$ cat config.mk
export PLATFORM = sky130hd
export DESIGN_NAME = blank_erase_seq
export DESIGN_NICKNAME = d
export VERILOG_FILES = /design/src/rtl/blank_erase_pkg.sv /design/src/rtl/bes_sweep.sv /design/src/rtl/bes_erase_timer.sv /design/src/rtl/blank_erase_seq.sv
export SDC_FILE = /design/constraint.sdc
export NUM_CORES = 1
export LEC_CHECK = 0
export CORE_MARGIN = 10
export CORE_UTILIZATION = 56
export DETAILED_ROUTE_END_ITERATION = 16
export PLACE_DENSITY = 0.85
export SETUP_SLACK_MARGIN = 0.5
export SKIP_CTS_REPAIR_TIMING = 1
export SYNTH_ARGS = -nofsm -noshare
export SYNTH_HDL_FRONTEND = slang
export SYNTH_SLANG_ARGS = --single-unit
export TNS_END_PERCENT = 20
$ cat constraint.sdc
create_clock -name clk_i -period 5.5 [get_ports clk_i]
set_clock_uncertainty 0.1 [all_clocks]
set_input_delay 1.1 -clock clk_i [delete_from_list [all_inputs] [get_ports clk_i]]
set_output_delay 1.1 -clock clk_i [all_outputs]
set_load 0.005 [all_outputs]
$ cat src/rtl/blank_erase_pkg.sv
package blank_erase_pkg;
  typedef enum logic [2:0] {
    ST_IDLE,
    ST_BLANK,
    ST_WAIT_EN,
    ST_ERASE,
    ST_VERIFY,
    ST_READY,
    ST_FAIL
  } seq_state_e;

  localparam logic [7:0] OTP_BLANK = 8'h00;
  localparam logic [7:0] EE_BLANK  = 8'hFF;
endpackage

$ cat src/rtl/bes_sweep.sv
module bes_sweep #(
  parameter int unsigned DEPTH = 64,
  parameter int unsigned AW    = $clog2(DEPTH),
  parameter logic [7:0]  EXP   = 8'h00
) (
  input  logic          clk_i,
  input  logic          rst_ni,
  input  logic          en_i,
  output logic [AW-1:0] addr_o,
  output logic          rd_o,
  input  logic [7:0]    data_i,
  output logic          bad_o,
  output logic          done_o
);
  localparam logic [AW-1:0] LAST = AW'(DEPTH - 1);

  logic [AW-1:0] addr_q;
  logic          issued_all_q;
  logic          pend_q;
  logic          pend_last_q;

  assign rd_o   = en_i & ~issued_all_q;
  assign addr_o = addr_q;
  // data for the previous strobe is on data_i now
  assign bad_o  = en_i & pend_q & (data_i != EXP);
  assign done_o = en_i & pend_q & pend_last_q & (data_i == EXP);

  always_ff @(posedge clk_i or negedge rst_ni) begin
    if (!rst_ni) begin
      addr_q       <= '0;
      issued_all_q <= 1'b0;
      pend_q       <= 1'b0;
      pend_last_q  <= 1'b0;
    end else if (!en_i) begin
      addr_q       <= '0;
      issued_all_q <= 1'b0;
      pend_q       <= 1'b0;
      pend_last_q  <= 1'b0;
    end else begin
      pend_q      <= rd_o;
      pend_last_q <= rd_o && (addr_q == LAST);
      if (rd_o) begin
        if (addr_q == LAST) issued_all_q <= 1'b1;
        else                addr_q       <= addr_q + 1'b1;
      end
    end
  end
endmodule

$ cat src/rtl/bes_erase_timer.sv
module bes_erase_timer #(
  parameter int unsigned ERASE_CYCLES = 400000,
  parameter int unsigned CW           = $clog2(ERASE_CYCLES) + 1
) (
  input  logic clk_i,
  input  logic rst_ni,
  input  logic en_i,
  output logic expired_o
);
  localparam logic [CW-1:0] TERM = CW'(ERASE_CYCLES - 1);

  logic [CW-1:0] cnt_q;

  assign expired_o = en_i & (cnt_q == TERM);

  always_ff @(posedge clk_i or negedge rst_ni) begin
    if (!rst_ni)    cnt_q <= '0;
    else if (!en_i) cnt_q <= '0;
    else            cnt_q <= cnt_q + 1'b1;
  end
endmodule

$ cat src/rtl/blank_erase_seq.sv
module blank_erase_seq
  import blank_erase_pkg::*;
#(
  parameter int unsigned OTP_DEPTH    = 16384,
  parameter int unsigned EE_DEPTH     = 256,
  parameter int unsigned ERASE_CYCLES = 400000,
  parameter int unsigned OTP_AW       = $clog2(OTP_DEPTH),
  parameter int unsigned EE_AW        = $clog2(EE_DEPTH)
) (
  input  logic              clk_i,
  input  logic              rst_ni,
  input  logic              start_i,
  input  logic              erase_en_i,
  output logic [OTP_AW-1:0] otp_addr_o,
  output logic              otp_rd_o,
  input  logic [7:0]        otp_data_i,
  output logic [EE_AW-1:0]  ee_addr_o,
  output logic              ee_rd_o,
  input  logic [7:0]        ee_data_i,
  output logic              erase_o,
  output logic              led_red_o,
  output logic              led_green_o,
  output logic              secure_o,
  output logic              ready_o,
  output logic              fail_o
);
  seq_state_e state_q, state_d;
  logic otp_bad, otp_done, ee_bad, ee_done, tmr_done;
  logic red_q, green_q, sec_q;

  bes_sweep #(.DEPTH(OTP_DEPTH), .AW(OTP_AW), .EXP(OTP_BLANK)) u_otp_sweep (
    .clk_i  (clk_i),
    .rst_ni (rst_ni),
    .en_i   (state_q == ST_BLANK),
    .addr_o (otp_addr_o),
    .rd_o   (otp_rd_o),
    .data_i (otp_data_i),
    .bad_o  (otp_bad),
    .done_o (otp_done)
  );

  bes_sweep #(.DEPTH(EE_DEPTH), .AW(EE_AW), .EXP(EE_BLANK)) u_ee_sweep (
    .clk_i  (clk_i),
    .rst_ni (rst_ni),
    .en_i   (state_q == ST_VERIFY),
    .addr_o (ee_addr_o),
    .rd_o   (ee_rd_o),
    .data_i (ee_data_i),
    .bad_o  (ee_bad),
    .done_o (ee_done)
  );

  bes_erase_timer #(.ERASE_CYCLES(ERASE_CYCLES)) u_timer (
    .clk_i     (clk_i),
    .rst_ni    (rst_ni),
    .en_i      (state_q == ST_ERASE),
    .expired_o (tmr_done)
  );

  always_comb begin
    state_d = state_q;
    unique case (state_q)
      ST_IDLE:    if (start_i) state_d = ST_BLANK;
      ST_BLANK: begin
        if (otp_bad)       state_d = ST_FAIL;
        else if (otp_done) state_d = ST_WAIT_EN;
      end
      ST_WAIT_EN: if (erase_en_i) state_d = ST_ERASE;
      ST_ERASE:   if (tmr_done)   state_d = ST_VERIFY;
      ST_VERIFY: begin
        if (ee_bad)       state_d = ST_ERASE;  // retry without limit
        else if (ee_done) state_d = ST_READY;
      end
      ST_READY:   state_d = ST_READY;
      ST_FAIL:    state_d = ST_FAIL;
      default:    state_d = ST_IDLE;
    endcase
  end

  always_ff @(posedge clk_i or negedge rst_ni) begin
    if (!rst_ni) begin
      state_q <= ST_IDLE;
      red_q   <= 1'b0;
      green_q <= 1'b0;
      sec_q   <= 1'b1;
    end else begin
      state_q <= state_d;
      if (state_q == ST_BLANK) begin
        if (otp_bad)       red_q   <= 1'b1;
        else if (otp_done) green_q <= 1'b1;
      end
      if (state_q == ST_VERIFY) begin
        if (ee_bad) red_q <= 1'b1;
        else if (ee_done) begin
          red_q <= 1'b0;
          sec_q <= 1'b0;
        end
      end
    end
  end

  assign erase_o     = (state_q == ST_ERASE);
  assign ready_o     = (state_q == ST_READY);
  assign fail_o      = (state_q == ST_FAIL);
  assign led_red_o   = red_q;
  assign led_green_o = green_q;
  assign secure_o    = sec_q;
endmodule

[Word-level counts from Yosys, hierarchy flattened]
Index checks and enable logic that the tools add are counted.
W data, S select, Z words.
Word-level totals
  word-level logic and storage cells: 95
  register bits: 54
  output and inout bits: 30
  input bits: 20
Cells by class
  equality and inequality tests: 22
  multiplexer cells: 30
  reductions and logical operators: 12
  $add $sub $neg: 3
  bitwise gates (word level): 15
Operators by type and width (count)
  $mux W14: 3
  $mux W8: 3
  $mux W3: 7
  $pmux W3 S7: 1
  $add A20 B1 Y20 const B: 1
  $eq A20 B19 Y1 const B: 1
  $mux W20: 1
  $ne A2 B2 Y1 const B: 9
  $eq A8 B8 Y1 const B: 2
  $mux W1: 15
  $add A14 B1 Y14 const B: 1
  $eq A14 B14 Y1 const B: 1
  $and A1 B1 Y1: 11
  $eq A3 B3 Y1 const B: 3
  $add A8 B1 Y8 const B: 1
  $logic_not A8 Y1: 1
  $ne A8 B8 Y1 const B: 1
  $reduce_and A2 Y1: 4
  $reduce_bool A8 Y1: 1
  $eq A3 B2 Y1 const B: 2
  $ne A3 B3 Y1 const B: 2
  $reduce_and A3 Y1: 2
  $reduce_and A5 Y1: 1
  $not A1 Y1: 4
  other kinds (3): 4

[Depth between registers and ports, before layout]
Gate-level depths: netlist of run 1.
  word-level depth: 8
  gate-level depth with buffers: 7
  gate-level depth less buffers: 6

[Modules after synthesis]
Synthesis of run 1 repeated with hierarchy kept, for this count alone.
Unflattened totals
  cells, all modules: 306
  area total of the unflattened synthesis: 2961.6 um^2
Modules (own cells, without submodules)
  bes_erase_timer: seq. area each 500.5 um^2, instances 1, area each 1049.8 um^2, cells an instance 108
  bes_sweep (u_otp_sweep): seq. area each 425.4 um^2, instances 1, area each 927.1 um^2, cells an instance 99
  bes_sweep (u_ee_sweep): seq. area each 275.3 um^2, instances 1, area each 595.6 um^2, cells an instance 59
  blank_erase_seq: seq. area each 151.4 um^2, instances 1, area each 389.1 um^2, cells an instance 40

[Worst setup path before layout of run 1]
Ideal clock, no wire load.
  path kind: input to register
  start point: input port otp_data_i[5]
  end point: register state_q[1]
  required time: 5.276 ns
  arrival: 2.389 ns
  path slack: 2.887 ns
  setup time: 0.124 ns
  stages on the path: 5
  buffers on the path: 0
  cell sequence: or4_1 o31a_1 o211ai_2 a21oi_2 a211o_1
Between the ends
  longest elaborated chain between the ends: 4
  elaborated cells on any way between the ends: 8
  those cells by class: eq/ne: 1; mux: 2; bitwise: 2; reduce/logical: 3
Ends and longest elaborated chain
  start: declaration: line blank_erase_seq.sv:16  | input logic [7:0] otp_data_i,
  $reduce_bool A8 Y1 or $logic_not A8 Y1 (tied branches): line bes_sweep.sv:25, bes_sweep.sv:26
  $and A1 B1 Y1, on equally long branches: line bes_sweep.sv:25, bes_sweep.sv:26
  $mux W3 or $ne A3 B3 Y1 (tied branches)
  $pmux W3 S7 or $reduce_and A5 Y1 (tied branches)
  end signal: assignment: line blank_erase_seq.sv:87  | state_q <= state_d;
  end: declaration: line blank_erase_seq.sv:27  | seq_state_e state_q, state_d;
Several ways; a longest one is shown, not always the timed one.
A chain may end at the register's enable or synchronous reset.

[Worst setup path in the final report of run 1]
  start point: register state_q[2]
  end point: output port erase_o
Between the ends
  longest elaborated chain between the ends: 1
Ends and longest elaborated chain
  $eq A3 B2 Y1: line blank_erase_seq.sv:102  | assign erase_o = (state_q == ST_ERASE);
  end: declaration: line blank_erase_seq.sv:20  | output logic erase_o,
No other way between the ends.

==> impl_metrics.json, run 1 <==
{
  "status": "finished clean",
  "postRouteWirelength_um": 5685,
  "die_h_um": 89.02,
  "final_hold_viol_count": 0,
  "layout_common_cells": "nor2_1 (53), dfrtp_1 (53), clkdlybuf4s50_1 (48)",
  "cp-end-kind": "primary output",
  "max_stage_delay_ns": 0.67,
  "synth_area_leaders": "dfrtp_1 (50%), xor2_1 (8.9%), nor2_1 (7.5%)",
  "syn-num-nets": 294,
  "rsz0062_at_grt": "no",
  "grt_pass1_vias": 2091,
  "clk_pin_slew_ns": 0.10,
  "dp_cells": 365,
  "cts_buffers": 5,
  "worstPathCellList": "nand3b_1, inv_1, clkdlybuf4s50_1",
  "setup_viol_count_final": 0,
  "drive_above_1_share": 0.05329,
  "wl_per_cell_um": 15.24,
  "yosysTopAreaCellShare": 0.4972,
  "cts_sinks": 54,
  "worstMarginPinSlew_ns": 0.7885,
  "synth_seq_area_share": 0.5070,
  "port-buffer-count": 49,
  "stdcell_count": 373,
  "crit_path_max_fanout": 21,
  "cap_violations": 0,
  "nets": 341,
  "coreArea_um2": 4661,
  "die_area_um2": 7925,
  "dr_total_vias": 2128,
  "cts_buffer_depth": 2,
  "dp_hpwl_um": 4116,
  "htreeDepth": 2,
  "powerDensity_nw_per_um2": 299.7,
  "yosysWarnings": 0,
  "required_ns": 4.30,
  "num_rows": 25,
  "gr-usage-all-layers": 0.1463,
  "avgViaCountPerCell": 5.705,
  "p_leak_nw": 1.387,
  "yosys_most_used_dff": "dfrtp_1",
  "insertedDiodeCount": 0,
  "root_buffer": "clkbuf_8",
  "tritoncts": "done",
  "slowest_stage": "nand3b_1",
  "postLayoutCoreUtil": 0.7047,
  "ios": 50,
  "synth_area_per_cell_um2": 9.843,
  "fin_tns_setup_ns": 0,
  "drc": 0,
  "fin_crit_sh": 0.6271,
  "yosysTopAreaCell": "dfrtp_1",
  "synth_area_um2": 2668,
  "grt_pass1_wl_um": 9397,
  "grt-ovfl-total": 0,
  "fin_crit_ns": 3.449,
  "finalMaxSlewViolations": 0,
  "grt_max_degree": 55,
  "start_kind": "flip-flop",
  "multi_input_area_um2": 1250,
  "fillCellCount": 368,
  "synth_seq_cells": 54,
  "path_buf_inv": 2,
  "hp-class": "reg -> reg",
  "synth_edf_count": 0,
  "syn_inst": 271,
  "syn_to_final_growth_pct": 23.12,
  "cp_top_family": "buffers and inverters",
  "first_iter_violations": 92,
  "ant_nets": 0,
  "synthArstFlopShare": 1.000,
  "critPathArrivalTime_ns": 2.25,
  "dr.pass1.iters": 4,
  "slew-limit-headroom": 0.4727,
  "worstSetupPathType": "reg -> out",
  "ir_drop_mv": 0.2128,
  "insertion_delay_ns": 0.31,
  "max_clock_freq_mhz": 289.9,
  "regArea_um2": 1353,
  "yosysUniqueCellTypes": 47,
  "initial_utilization": 0.5723,
  "antenna_found_initial": 0,
  "globalplace.congestion": 0.8012,
  "dieWidth_um": 89.02
}
-- synthesized netlist by cell type (all sizes together), types with 6 or more instances --
| cell type | count |
|---|---|
| a21oi | 7 |
| xor2 | 27 |
| nand3 | 11 |
| and4 | 6 |
| xnor2 | 6 |
| nand4 | 17 |
| dfrtp | 53 |
| nor2 | 53 |
| nor3 | 7 |
| nand2 | 21 |
| and3 | 6 |
-- registers in the layout, summed over array words and instances (netlist names) --
name                      cells
u_ee_sweep.addr_o             8
u_otp_sweep.addr_o           14
state_q                       3
led_red_o                     1
secure_o                      1
u_otp_sweep.issued_all_q      1
led_green_o                   1
u_otp_sweep.pend_last_q       1
u_ee_sweep.issued_all_q       1
u_otp_sweep.pend_q            1
u_ee_sweep.pend_q             1
u_timer.cnt_q                20
u_ee_sweep.pend_last_q        1
-- report_power, final --
group | internal, W | switching [W]
clock | 0.000136 | 0.000126
combinational | 0.000119 | 0.000132
sequential | 0.000425 | 0.0000468
-- worst paths after layout --
| check | startpoint | end | slack [ns] | depth (start not counted) |
|---|---|---|---|---|
| setup / recovery | state_q[2] | erase_o | 2.05 | 3 |
| hold / removal | secure_o | secure_o | 0.37 | 1 |
| setup reg to reg | state_q[2] | state_q[1] | 3.26 | 5 |
| hold reg to reg | secure_o | secure_o | 0.37 | 1 |
| max in group asynchronous | rst_ni | u_timer.cnt_q[17] | 4.05 | 2 |
| min in group asynchronous | rst_ni | u_otp_sweep.addr_o[7] | 0.78 | 2 |
-- worst register-to-register path: stages (launching register included) --
cell      delay (ns)
dfrtp_1         0.53
or3b_4          0.52
or4_4           0.55
o211ai_2        0.10
a21oi_2         0.04
a211o_1         0.29
-- layer usage --
metal / share of wire / track usage / vias up
met4: 0.0056 / 0.03613 / 0
met2: 0.47 / 0.2440 / 55
met3: 0.075 / 0.04467 / 4
met1: 0.45 / 0.1807 / 1024
met5: 0 / 0 / -
li1: - / - / 1045
-- through the flow --
stage | setup WS, ns | cell area [um2] | total power, W | hold WS (ns)
global placement | 2.430 | 3174 | 0.0007228 | 0.3456
finish | 2.051 | 3284 | 0.0009845 | 0.3673
global route | 1.898 | 3284 | 0.001044 | 0.3807
detailed placement | 2.396 | 3174 | 0.0007332 | 0.3507
floorplan | 2.887 | 2668 | 0.0006511 | 0.3478
CTS | 2.040 | 3284 | 0.0009948 | 0.3674
-- kinds of logic (layout without fill, tap and decap cells) --
logic type	Yosys count	after routing	synth area share
and+or+nand+nor	139	139	0.2622
DFF	54	54	0.5070
xor gates and xnor gates	33	33	0.1084
AOI/OAI and AO/OA	26	26	0.07271
buffers and inverters	13	61	0.02439
adders and majority gates	3	3	0.01407
muxes	3	3	0.01126
-- area by class of cell --
| class | instances | share of cell area |
|---|---|---|
| flip-flops and latches | 54 | 0.4118 |
| multi-input cells | 204 | 0.3806 |
| repair buffers | 50 | 0.1501 |
| clock buffers | 6 | 0.02210 |
| well taps | 54 | 0.02057 |
| clock inverters | 2 | 0.01143 |
| inverters | 3 | 0.003429 |
Note: power is estimated with default switching activity, not from simulation.
==> run 2: changes to the inputs <==
- CORE_UTILIZATION: 56 -> 52
- PLACE_DENSITY: 0.85 -> 0.8
- clock period: 5.5 -> 3.3 ns (I/O delays scaled with it)
==> run 2 against run 1 <==
Against the previous run: via count up 1.5%; non-clock buffer count rose by 3; worst hold slack got worse by 0.070 ns; total power grew 63%; register-to-register slack worse by 2.1 ns; sequential power up 68%; global-route usage is 0.76 points lower; count of clock-buffer cells in the layout increased by 2; clock power up 42%.
==> impl_metrics.json, run 2 (synthesized netlist as in run 1, its figures left out) <==
{
  "grt_pass1_vias": 2160,
  "switching_share": 0.3158,
  "syn_to_final_growth_pct": 24.11,
  "required_ns": 2.54,
  "worstMarginPinSlew_ns": 0.7057,
  "initial_utilization": 0.5290,
  "p_leak_nw": 1.392,
  "postRouteWirelength_um": 5684,
  "wl_per_cell_um": 14.50,
  "seq_power_share": 0.494,
  "final_common_cell": "nor2_1",
  "p_int_w": 0.001098,
  "ir_drop_mv": 0.2800,
  "gr-usage-all-layers": 0.1387,
  "port-buffer-count": 49,
  "num_rows": 26,
  "dr_total_vias": 2160,
  "max_clock_freq_mhz": 368.2,
  "tritoncts": "done",
  "rsz0062_at_grt": "no",
  "crit_path_max_fanout": 13,
  "avgViaCountPerCell": 5.510,
  "pwr-share-comb": 0.274,
  "grt_max_degree": 34,
  "powerDensity_nw_per_um2": 484.5,
  "top_register": "u_timer.cnt_q",
  "root_buffer": "clkbuf_8",
  "worstSetupPathType": "reg -> out",
  "grt-ovfl-total": 0,
  "final_hold_viol_count": 0,
  "ant_nets": 0,
  "stdcell_count": 392,
  "dp_cells": 384,
  "clk_pin_slew_ns": 0.09,
  "layout_common_cells": "nor2_1 (53), dfrtp_1 (50), clkdlybuf4s50_1 (48)",
  "fin_crit_ns": 2.716,
  "status": "finished clean",
  "critPathArrivalTime_ns": 1.96,
  "netSwitchingPower_w": 0.0005066,
  "cts_sinks": 54,
  "die_h_um": 91.63,
  "largest_reg_flops": 20,
  "cts_buffer_depth": 2,
  "drive_above_1_share": 0.06832,
  "insertedDiodeCount": 0,
  "finalMaxSlewViolations": 0,
  "fin_tns_setup_ns": 0,
  "cap_violations": 0,
  "nets": 344,
  "slew-limit-headroom": 0.5295,
  "htreeDepth": 2,
  "setup_viol_count_final": 0,
  "coreArea_um2": 5042,
  "first_iter_violations": 70,
  "dp_hpwl_um": 4294,
  "start_kind": "flip-flop",
  "fin_crit_sh": 0.8230,
  "insertion_delay_ns": 0.30,
  "grt_pass1_wl_um": 9908,
  "die_area_um2": 8395,
  "antenna_found_initial": 0,
  "clock_power_share": 0.232,
  "dr.pass1.iters": 4,
  "cp-end-kind": "primary output",
  "ios": 50,
  "cts_buffers": 5,
  "drc": 0,
  "globalplace.congestion": 0.8254,
  "dieWidth_um": 91.63,
  "hp-class": "in -> async"
}
[run 2: cell types whose count changed in the layout (fill, tap and decap cells not counted), sizes merged]
| cell | previous run | this run |
|---|---|---|
| clkbuf | 6 | 8 |
| clkinvlp | 1 | 0 |
| buf | 2 | 5 |
| bufinv | 1 | 0 |
[run 2: layout make-up]
class	count	area, um2
fillers	420	1732
flip-flops and latches	54	1356
multi-input cells	204	1250
repair buffers	53	515.5
clock buffers	8	90.09
well taps	70	87.58
inverters	3	11.26
[run 2: metrics by stage]
stage / util / instance area [um2] / setup slack, ns / hold slack, ns / total power, W
3_5_place_dp: 0.6380 / 3217 / 0.6504 / 0.3511 / 0.001245
6_report: 0.6566 / 3311 / 0.5842 / 0.2971 / 0.001604
2_1_floorplan: - / 2668 / 1.127 / 0.2644 / 0.001085
4_1_cts: 0.6558 / 3307 / 0.5222 / 0.3230 / 0.001620
3_3_place_gp: 0.6380 / 3217 / 0.7035 / 0.3478 / 0.001231
5_1_grt: 0.6566 / 3311 / 0.5105 / 0.3409 / 0.001711
[run 2: layer usage]
layer / share of wire / GRT usage
met1: 0.44 / 0.1575
met2: 0.49 / 0.2453
met3: 0.053 / 0.03993
met4: 0.014 / 0.04308
met5: 0 / 0
[run 2: critical path, cell delays in order (launching register included)]
cell	delay [ns]
dfrtp_2	0.48
or3b_4	0.50
nor2_1	0.15
clkdlybuf4s50_1	0.52
[run 2: power groups by stage]
stage | combinational [W] | clock, W | sequential [W]
floorplan | 0.000330 | 0 | 0.000755
global placement | 0.000435 | 0 | 0.000796
detailed placement | 0.000446 | 0 | 0.000798
CTS | 0.000449 | 0.000387 | 0.000785
global route | 0.000500 | 0.000409 | 0.000801
finish | 0.000439 | 0.000372 | 0.000792
[run 2: final timing paths]
kind / end / depth (start not counted) / slack (ns) / start
min in group clk_i: secure_o / 1 / 0.37 / secure_o
max in group asynchronous: secure_o / 2 / 2.10 / rst_ni
worst min register to register: secure_o / 1 / 0.37 / secure_o
worst max register to register: state_q[1] / 5 / 1.15 / state_q[0]
worst max-delay path: ee_rd_o / 3 / 0.58 / state_q[0]
worst min-delay path: u_otp_sweep.addr_o[8] / 1 / 0.30 / rst_ni
==> run 3: changes to the inputs <==
- clock period: 3.3 -> 2.55 ns (I/O delays scaled with it)
==> run 3 against run 2 <==
Against the previous run: worst hold slack worse by 0.22 ns; critical path depth up 1; total power is 31% higher; via count grew 0.60%; count of clock-buffer cells in the layout shrank 3; die area did not move; cell area increased by 1.5%; sequential power rose by 23%; first-iteration DRC count grew 47%; clock power increased by 27%; combinational power increased by 51%.
==> impl_metrics.json, run 3 (synthesized netlist as in run 1, its figures left out) <==
{
  "syn_to_final_growth_pct": 25.94,
  "port-buffer-count": 49,
  "grt-ovfl-total": 0,
  "layout_common_cells": "dfrtp_1 (53), nor2_1 (52), clkdlybuf4s50_1 (45)",
  "htreeDepth": 2,
  "largest_reg_flops": 20,
  "ios": 50,
  "root_buffer": "clkbuf_8",
  "gr-usage-all-layers": 0.1430,
  "switching_share": 0.3253,
  "first_iter_violations": 103,
  "coreArea_um2": 5042,
  "pwr-share-comb": 0.314,
  "fin_crit_sh": 0.8948,
  "globalplace.congestion": 0.8109,
  "rsz0062_at_grt": "yes",
  "fin_crit_ns": 2.282,
  "slew-limit-headroom": 0.5694,
  "status": "finished clean",
  "worstPathCellList": "buf_4, nand2b_1, nor2_1, clkdlybuf4s50_1",
  "antenna_found_initial": 0,
  "cp_top_family": "buffers and inverters",
  "seq_power_share": 0.462,
  "nets": 348,
  "cts_buffers": 5,
  "reg2reg_from": "state_q[1]",
  "insertion_delay_ns": 0.31,
  "maxUsedRoutingLayer": "met4",
  "postLayoutCoreUtil": 0.6663,
  "postRouteWirelength_um": 5729,
  "start_kind": "flip-flop",
  "insertedDiodeCount": 0,
  "ir_drop_mv": 0.4220,
  "tritoncts": "done",
  "clock_power_share": 0.224,
  "die_h_um": 91.63,
  "grt_pass1_wl_um": 10260,
  "dieWidth_um": 91.63,
  "netSwitchingPower_w": 0.0006860,
  "ant_nets": 0,
  "wl_per_cell_um": 14.47,
  "grt_max_degree": 55,
  "powerDensity_nw_per_um2": 627.8,
  "endpoint": "ready_o",
  "hold_slack_ns": 0.07451,
  "final_common_cell": "dfrtp_1",
  "hp-class": "in -> async",
  "worstSetupPathType": "reg -> out",
  "routedLengthMet1_um": 2439,
  "crit_cells": 4,
  "cp-startpoint": "state_q[1]",
  "cts_buffer_depth": 2,
  "dr.pass1.iters": 4,
  "reg2regPathDepth": 6,
  "dr_total_vias": 2173,
  "cp-end-kind": "primary output",
  "critPathArrivalTime_ns": 1.67,
  "p_leak_nw": 1.464,
  "p_int_w": 0.001423,
  "finalMaxSlewViolations": 0,
  "final_hold_viol_count": 0,
  "worst_slack_ns": 0.2683,
  "fin_tns_setup_ns": 0,
  "r2r_slack_ns": 0.43,
  "slowest_stage": "clkdlybuf4s50_1",
  "r2r-end": "state_q[1]",
  "cts_sinks": 54,
  "setup_viol_count_final": 0,
  "drive_above_1_share": 0.07975,
  "stdcell_count": 396,
  "crit_path_max_fanout": 10,
  "avgViaCountPerCell": 5.487,
  "dr_wl_met2_um": 2922,
  "num_rows": 26,
  "clk_pin_slew_ns": 0.10,
  "grt_pass1_vias": 2197,
  "drc": 0,
  "worstMarginPinSlew_ns": 0.6375,
  "die_area_um2": 8395,
  "dp_hpwl_um": 4318,
  "fillCellCount": 406,
  "dr_wl_met3_um": 314,
  "path_buf_inv": 2,
  "dp_cells": 386,
  "max_clock_freq_mhz": 438.3,
  "initial_utilization": 0.5290,
  "top_register": "u_timer.cnt_q",
  "max_stage_delay_ns": 0.53,
  "cap_violations": 0,
  "pre_cts_ws_ns": 0.06391,
  "required_ns": 1.94
}
run 3: cell count changes in the layout (fill, tap and decap cells not counted), moves of 2 or more:
cell and delta:
dfrtp_1 +3, clkbuf_1 -2, dlymetal6s2s_1 +3, buf_4 +3, dfrtp_2 -3, clkdlybuf4s50_1 -3
run 3: per-layer routing:
| metal | vias to the layer above | global-route usage |
|---|---|---|
| li1 | 1060 | - |
| met1 | 1061 | 0.1753 |
| met2 | 47 | 0.2429 |
| met3 | 5 | 0.03912 |
| met4 | 0 | 0.03525 |
| met5 | - | 0 |
run 3: power groups by stage:
stage / Combinational, W / Clock (W) / Sequential (W)
finish: 0.000663 / 0.000473 / 0.000973
floorplan: 0.000427 / 0 / 0.000977
global route: 0.000740 / 0.000532 / 0.000982
detailed placement: 0.000661 / 0 / 0.000988
global placement: 0.000649 / 0 / 0.000986
CTS: 0.000662 / 0.000495 / 0.000972
run 3: metrics by stage:
stage               instance area, um2  total power (W)
floorplan                         2668         0.001404
global placement                  3244         0.001635
detailed placement                3244         0.001649
CTS                               3334         0.002129
global route                      3359         0.002253
finish                            3359         0.002109
run 3: worst min path at each step:
stage	startpoint	cells after the start	to
6_report	rst_ni	2	u_otp_sweep.addr_o[8]
5_1_grt	rst_ni	2	u_otp_sweep.addr_o[8]
4_1_cts	rst_ni	2	u_otp_sweep.addr_o[7]
3_5_place_dp	secure_o	1	secure_o
3_3_place_gp	led_green_o	1	led_green_o
2_1_floorplan	rst_ni	0	led_green_o
run 3: area by class of cell:
class	count	area (um2)	share of cell area
Sequential cell	54	1353	0.4026
Multi-Input combinational cell	204	1252	0.3728
Timing Repair Buffer	57	565.5	0.1683
Tap cell	70	87.58	0.02607
Clock buffer	5	68.82	0.02048
Clock inverter	3	21.27	0.006331
Inverter	3	11.26	0.003352
run 3: worst register-to-register path, cell delays in order, from the launching register on:
cell and delay [ns]:
dfrtp_1 0.41, or3b_4 0.43, buf_4 0.16, or4_4 0.50, o211ai_2 0.10, a21oi_2 0.05, a211o_1 0.27
